## config.mk

```make
export PLATFORM = sky130hd
export DESIGN_NAME = llsc_monitor
export DESIGN_NICKNAME = d
export VERILOG_FILES = /design/src/rtl/llsc_pkg.sv /design/src/rtl/llsc_arbiter.sv /design/src/rtl/llsc_mem.sv /design/src/rtl/llsc_resv_table.sv /design/src/rtl/llsc_monitor.sv
export SDC_FILE = /design/constraint.sdc
export NUM_CORES = 2
export LEC_CHECK = 0
export ABC_AREA = 1
export ABC_CLOCK_PERIOD_IN_PS = 3800
export BUFFER_PORTS_ARGS = -buffer_cell sky130_fd_sc_hd__buf_2
export CAP_MARGIN = 10
export CORE_MARGIN = 2
export CORE_UTILIZATION = 30
export CTS_CLUSTER_SIZE = 16
export DETAILED_ROUTE_END_ITERATION = 8
export SYNTH_ARGS = -nofsm -noshare
export SYNTH_HDL_FRONTEND = slang
export SYNTH_SLANG_ARGS = --single-unit
```

## constraint.sdc

```tcl
create_clock -name clk -period 3.8 [get_ports clk]
set_clock_uncertainty 0.15 [all_clocks]
set_input_delay 0.38 -clock clk [delete_from_list [all_inputs] [get_ports clk]]
set_output_delay 0.38 -clock clk [all_outputs]
set_load 0.01 [all_outputs]
```

## src/rtl/llsc_pkg.sv

```systemverilog
package llsc_pkg;

  typedef enum logic [1:0] {
    OP_LOAD  = 2'b00,
    OP_STORE = 2'b01,
    OP_LL    = 2'b10,
    OP_SC    = 2'b11
  } op_e;

  localparam int OP_W = 2;

  localparam logic ST_OK   = 1'b0;
  localparam logic ST_FAIL = 1'b1;

  // a memory write happens for plain stores and for conditional stores that hold
  function automatic logic op_writes(op_e op, logic cond_ok);
    return (op == OP_STORE) || ((op == OP_SC) && cond_ok);
  endfunction

endpackage

```

## src/rtl/llsc_arbiter.sv

```systemverilog
module llsc_arbiter #(
  parameter int N     = 4,
  parameter int IDX_W = (N > 1) ? $clog2(N) : 1
) (
  input  logic             clk,
  input  logic             rst_n,
  input  logic [N-1:0]     req_valid,
  output logic [N-1:0]     grant,
  output logic             gnt_any,
  output logic [IDX_W-1:0] gnt_idx
);

  always_comb begin
    grant   = '0;
    gnt_any = 1'b0;
    gnt_idx = '0;
    for (int i = N - 1; i >= 0; i--) begin
      if (req_valid[i]) begin
        grant    = '0;
        grant[i] = 1'b1;
        gnt_any  = 1'b1;
        gnt_idx  = IDX_W'(i);
      end
    end
  end


  grant_onehot_chk: assert property (@(posedge clk) disable iff (!rst_n)
    $onehot0(grant));


  grant_needs_req_chk: assert property (@(posedge clk) disable iff (!rst_n)
    (grant & ~req_valid) == '0);

endmodule

```

## src/rtl/llsc_mem.sv

```systemverilog
module llsc_mem #(
  parameter int ADDR_W = 6,
  parameter int DATA_W = 32
) (
  input  logic              clk,
  input  logic              rst_n,
  input  logic              we,
  input  logic [ADDR_W-1:0] addr,
  input  logic [DATA_W-1:0] wdata,
  output logic [DATA_W-1:0] rdata
);

  localparam int DEPTH = 1 << ADDR_W;

  logic [DATA_W-1:0] words_q [DEPTH];

  assign rdata = words_q[addr];

  always_ff @(posedge clk) begin
    if (!rst_n) begin
      for (int i = 0; i < DEPTH; i++) words_q[i] <= '0;
    end else if (we) begin
      words_q[addr] <= wdata;
    end
  end

endmodule

```

## src/rtl/llsc_resv_table.sv

```systemverilog
module llsc_resv_table
  import llsc_pkg::*;
#(
  parameter int N          = 4,
  parameter int ADDR_W     = 6,
  parameter int LINE_WORDS = 4,
  parameter int IDX_W      = (N > 1) ? $clog2(N) : 1
) (
  input  logic              clk,
  input  logic              rst_n,
  input  logic              fire,
  input  logic [IDX_W-1:0]  core,
  input  op_e               op,
  input  logic [ADDR_W-1:0] addr,
  output logic              cond_ok,
  output logic              wr_fire
);

  localparam int OFF_W  = $clog2(LINE_WORDS);
  localparam int LINE_W = ADDR_W - OFF_W;

  function automatic logic [LINE_W-1:0] line_of(logic [ADDR_W-1:0] a);
    return a[ADDR_W-1:OFF_W];
  endfunction

  logic [N-1:0]      res_v_q;
  logic [LINE_W-1:0] res_line_q [N];
  logic [LINE_W-1:0] req_line;

  assign req_line = line_of(addr);
  assign cond_ok  = res_v_q[core] && (res_line_q[core] == req_line);
  assign wr_fire  = fire && op_writes(op, cond_ok);

  for (genvar k = 0; k < N; k++) begin : g_entry
    logic is_self;
    logic hit_line;
    logic foreign_kill;

    assign is_self      = (core == IDX_W'(k));
    assign hit_line     = res_v_q[k] && (res_line_q[k] == req_line);
    assign foreign_kill = wr_fire && !is_self && hit_line;

    always_ff @(posedge clk) begin
      if (!rst_n) begin
        res_v_q[k]    <= 1'b0;
        res_line_q[k] <= '0;
      end else if (fire && is_self && op == OP_LL) begin
        res_v_q[k]    <= 1'b1;
        res_line_q[k] <= req_line;
      end else if (fire && is_self && op == OP_SC) begin
        res_v_q[k]    <= 1'b0;
      end else if (foreign_kill) begin
        res_v_q[k]    <= 1'b0;
      end
    end


    foreign_write_clears_chk: assert property (@(posedge clk) disable iff (!rst_n)
      foreign_kill |=> !res_v_q[k]);


    sc_consumes_chk: assert property (@(posedge clk) disable iff (!rst_n)
      (fire && is_self && op == OP_SC) |=> !res_v_q[k]);
  end

endmodule

```

## src/rtl/llsc_monitor.sv

```systemverilog
module llsc_monitor
  import llsc_pkg::*;
#(
  parameter int NUM_CORES  = 4,
  parameter int ADDR_W     = 6,
  parameter int DATA_W     = 32,
  parameter int LINE_WORDS = 4,
  parameter int IDX_W      = (NUM_CORES > 1) ? $clog2(NUM_CORES) : 1
) (
  input  logic                        clk,
  input  logic                        rst_n,
  input  logic [NUM_CORES-1:0]        req_valid,
  input  logic [NUM_CORES*OP_W-1:0]   req_op,
  input  logic [NUM_CORES*ADDR_W-1:0] req_addr,
  input  logic [NUM_CORES*DATA_W-1:0] req_wdata,
  output logic [NUM_CORES-1:0]        req_grant,
  output logic                        rsp_valid,
  output logic [IDX_W-1:0]            rsp_core,
  output logic [DATA_W-1:0]           rsp_rdata,
  output logic                        rsp_status
);

  logic              gnt_any;
  logic [IDX_W-1:0]  gnt_idx;
  op_e               sel_op;
  logic [ADDR_W-1:0] sel_addr;
  logic [DATA_W-1:0] sel_wdata;
  logic              cond_ok;
  logic              wr_fire;
  logic [DATA_W-1:0] mem_rdata;

  llsc_arbiter #(.N(NUM_CORES), .IDX_W(IDX_W)) u_arb (
    .clk       (clk),
    .rst_n     (rst_n),
    .req_valid (req_valid),
    .grant     (req_grant),
    .gnt_any   (gnt_any),
    .gnt_idx   (gnt_idx)
  );

  always_comb begin
    sel_op    = op_e'(req_op[int'(gnt_idx)*OP_W +: OP_W]);
    sel_addr  = req_addr[int'(gnt_idx)*ADDR_W +: ADDR_W];
    sel_wdata = req_wdata[int'(gnt_idx)*DATA_W +: DATA_W];
  end

  llsc_resv_table #(
    .N(NUM_CORES), .ADDR_W(ADDR_W), .LINE_WORDS(LINE_WORDS), .IDX_W(IDX_W)
  ) u_resv (
    .clk     (clk),
    .rst_n   (rst_n),
    .fire    (gnt_any),
    .core    (gnt_idx),
    .op      (sel_op),
    .addr    (sel_addr),
    .cond_ok (cond_ok),
    .wr_fire (wr_fire)
  );

  llsc_mem #(.ADDR_W(ADDR_W), .DATA_W(DATA_W)) u_mem (
    .clk   (clk),
    .rst_n (rst_n),
    .we    (wr_fire),
    .addr  (sel_addr),
    .wdata (sel_wdata),
    .rdata (mem_rdata)
  );

  always_ff @(posedge clk) begin
    if (!rst_n) begin
      rsp_valid  <= 1'b0;
      rsp_core   <= '0;
      rsp_rdata  <= '0;
      rsp_status <= ST_OK;
    end else begin
      rsp_valid  <= gnt_any;
      rsp_core   <= gnt_idx;
      rsp_rdata  <= mem_rdata;
      rsp_status <= (gnt_any && sel_op == OP_SC && !cond_ok) ? ST_FAIL : ST_OK;
    end
  end


  rsp_follows_grant_chk: assert property (@(posedge clk) disable iff (!rst_n)
    rsp_valid |-> $past(gnt_any));


  fail_only_on_sc_chk: assert property (@(posedge clk) disable iff (!rst_n)
    (rsp_valid && rsp_status == ST_FAIL) |-> ($past(sel_op) == OP_SC && !$past(wr_fire)));

endmodule

```

==> impl_metrics.py <==
metrics = {
    "hold_path": {
        "min-delay-path-class": "input pin to flop",
        "min-delay-start": "req_addr[4]",
    },
    "layout": {
        "final_cell_mix": "4966 x nand2_1, 2244 x nor2_1, 2064 x edfxtp_1",
        "final_common_cell": "nand2_1",
        "finalInstanceArea_um2": 117000,
        "final_layout_size_suffix_gt1_share_pct": 9.97,
        "syn_to_final_growth_pct": 16.4,
        "nets": 11700,
        "final-instance-count-excl-fill": 16100,
    },
    "clocking": {
        "cts_buffer_depth": 3,
        "cts_made_buffers": 217,
        "clk_pin_slew_ns": 0.06,
        "cts_tree": "built",
        "cts-root-buf": "clkbuf_16",
        "htree_num_levels": 4,
        "cts.sinks": 2104,
        "clock_latency_ns": 0.91,
    },
    "route": {
        "drt_iter0_drc": 10500,
        "drc": 0,
        "num_vias": 81600,
        "wl_per_cell_um": 22.3,
        "dr.pass1.iters": 6,
        "ant_nets": 0,
        "avgViaCountPerCell": 5.06,
        "routed_wl_um": 359000,
    },
    "logic_synthesis": {
        "syn-cell-area_um2": 100000,
        "yosys.area.top_type": "edfxtp_1",
        "synth-warning-count": 0,
        "syn_avg_cell_area_um2": 8.71,
        "synth_flop_cell": "edfxtp_1",
        "syn_nets": 11700,
        "ys_seq_area_share_pct": 62.6,
        "synth_seq_cells": 2104,
        "synth_cells": 11500,
        "synth_edf_count": 2064,
        "ys_types": 32,
        "synthTopCellsByArea": "edfxtp_1 62%, nand2_1 19%, nor2_1 8.4%",
        "synth_top_area_share_pct": 61.8,
        "async_flop_share_pct": 0,
    },
    "timing": {
        "tightest_slew_ns": 1.14,
        "clock.fmax_mhz": 276,
        "max-slew-margin-rel_pct": 24.0,
        "setup_violations": 0,
        "fin_crit_sh_pct": 95.2,
        "setup-tns-final_ns": 0,
        "min_period_ns": 3.62,
        "fin_hold_ws_ns": 0.0619,
        "drv_slew": 0,
        "final-hold-violation-count": 0,
    },
    "floorplanning": {
        "chipHeight_um": 582,
        "ios": 206,
        "initial_core_util_pct": 30.1,
        "fp.dieW_um": 582,
        "rows": 212,
        "die_area_um2": 339000,
        "placeableCoreArea_um2": 333000,
    },
    "worst_setup_path": {
        "endpoint_kind": "flop",
        "worstSetupPathType": "input pin to flop",
        "arrival_ns": 4.28,
        "path_max_fanout": 58,
        "crit_start": "req_valid[0]",
        "cp.required_ns": 4.46,
        "worstSetupStartpointType": "input pin",
        "r2r_start": "u_resv.res_line_q[0][0]",
    },
    "power_and_ir_drop": {
        "total_power_mw": 56.6,
        "ir_drop_mv": 0.398,
        "leakagePower_nw": 52.6,
        "p_per_area_nw_per_um2": 484,
    },
    "placed_design": {
        "place_inst": 15700,
        "place_congestion": 0.940,
        "placedInstanceArea_um2": 110000,
        "io_buffers": 205,
        "dp_hpwl_um": 221000,
    },
    "global_routing": {
        "gr-total-overflow": 0,
        "track_usage_pct": 20.6,
        "grt_pass1_wl_um": 522000,
        "grt_pass1_vias": 77000,
        "grt_max_degree": 93,
        "antenna_found_initial": 8,
    },
    "flow_run": {
        "maxCapViolCount": 0,
    },
    "status": {
        "status": "finished clean",
    },
}
## registers in the layout (all words and copies together), names as in the netlist
signal,cells
rsp_rdata,32
rsp_core,2
u_resv.res_line_q,16
rsp_valid,1
rsp_status,1
u_mem.words_q,2048
u_resv.res_v_q,4
## layer usage
metal  vias to the layer above  GRT usage, %  wire length, um
li1                      37200             -                -
met1                     39400          28.2           144000
met2                      4339          31.5           160000
met3                       597          3.65            37100
met4                         4          9.70            18000
met5                         -         0.241              123
## worst max-delay path, stage by stage
cell and delay (ns):
dlygate4sd3_1 0.56, buf_2 0.15, inv_2 0.11, nand2_2 0.12
nor2_1 0.20, nand2_1 0.07, nand2_1 0.16, inv_8 0.10
nand2_8 0.13, buf_12 0.27, buf_4 0.62, nand2_1 0.10
nand2_1 0.08, nand2_1 0.04, nand2_1 0.12, nand2_1 0.10
nand2_1 0.09, nand2_1 0.12, nand2_1 0.25, nor2_1 0.20
a21oi_1 0.17
## final timing paths
kind,to,slack [ns],cells after the start
setup / recovery,rsp_rdata[14],0.18,21
hold / removal,u_resv.res_line_q[3][2],0.06,6
setup reg to reg,u_resv.res_v_q[2],0.68,13
hold reg to reg,rsp_rdata[0],0.77,10
## stage by stage
stage	setup slack, ns	utilization, %
floorplan	0.291	-
global placement	-0.104	32.9
detailed placement	-0.0767	32.9
CTS	0.279	35.1
global route	-0.00183	35.1
finish	0.181	35.1
## power breakdown
part	total, mW	switching (mW)	internal, mW
sequential	26.3	0.256	26.1
combinational	8.80	6.63	2.17
clock	21.4	9.37	12.1
total	56.6	16.3	40.3
## cell families (layout without fill, tap and decap cells)
family | Yosys count | count (layout) | share of synthesized area (%)
AO/OA/AOI/OAI | 161 | 161 | 1.03
XOR/XNOR | 4 | 4 | 0.0349
buffers and inverters | 1061 | 1265 | 4.25
flip-flops | 2104 | 2104 | 62.6
other | 0 | 6 | 0
AND/OR/NAND/NOR | 8197 | 8197 | 32.1
## cells in the mapped netlist, types with 10 or more instances
cell type  count
a21oi_1       33
buf_1         95
buf_2        187
buf_4         10
clkbuf_1     702
dfxtp_1       40
edfxtp_1    2064
inv_1         49
inv_2         16
nand2_1     4969
nand3_1      887
nand4_1       53
nand4_2       15
nor2_1      2245
o21ai_0       74
o32a_1        32
## final cells by class
| type | count | area (um^2) |
|---|---|---|
| Sequential cell | 2104 | 62800 |
| Inverter | 66 | 273 |
| Antenna cell | 6 | 15.0 |
| Multi-Input combinational cell | 8362 | 33500 |
| Timing Repair Buffer | 801 | 7830 |
| Fill cell | 33700 | 216000 |
| Clock inverter | 121 | 1180 |
| Tap cell | 4387 | 5490 |
| Clock buffer | 277 | 5810 |
## timing repair
item,CTS,global route
hold buffers,28,0
endpoints found under the hold margin,49,0
resized for setup,0,2
setup endpoints to repair,0,2
buffers inserted,0,0
Power figures use the tool's default switching activity.
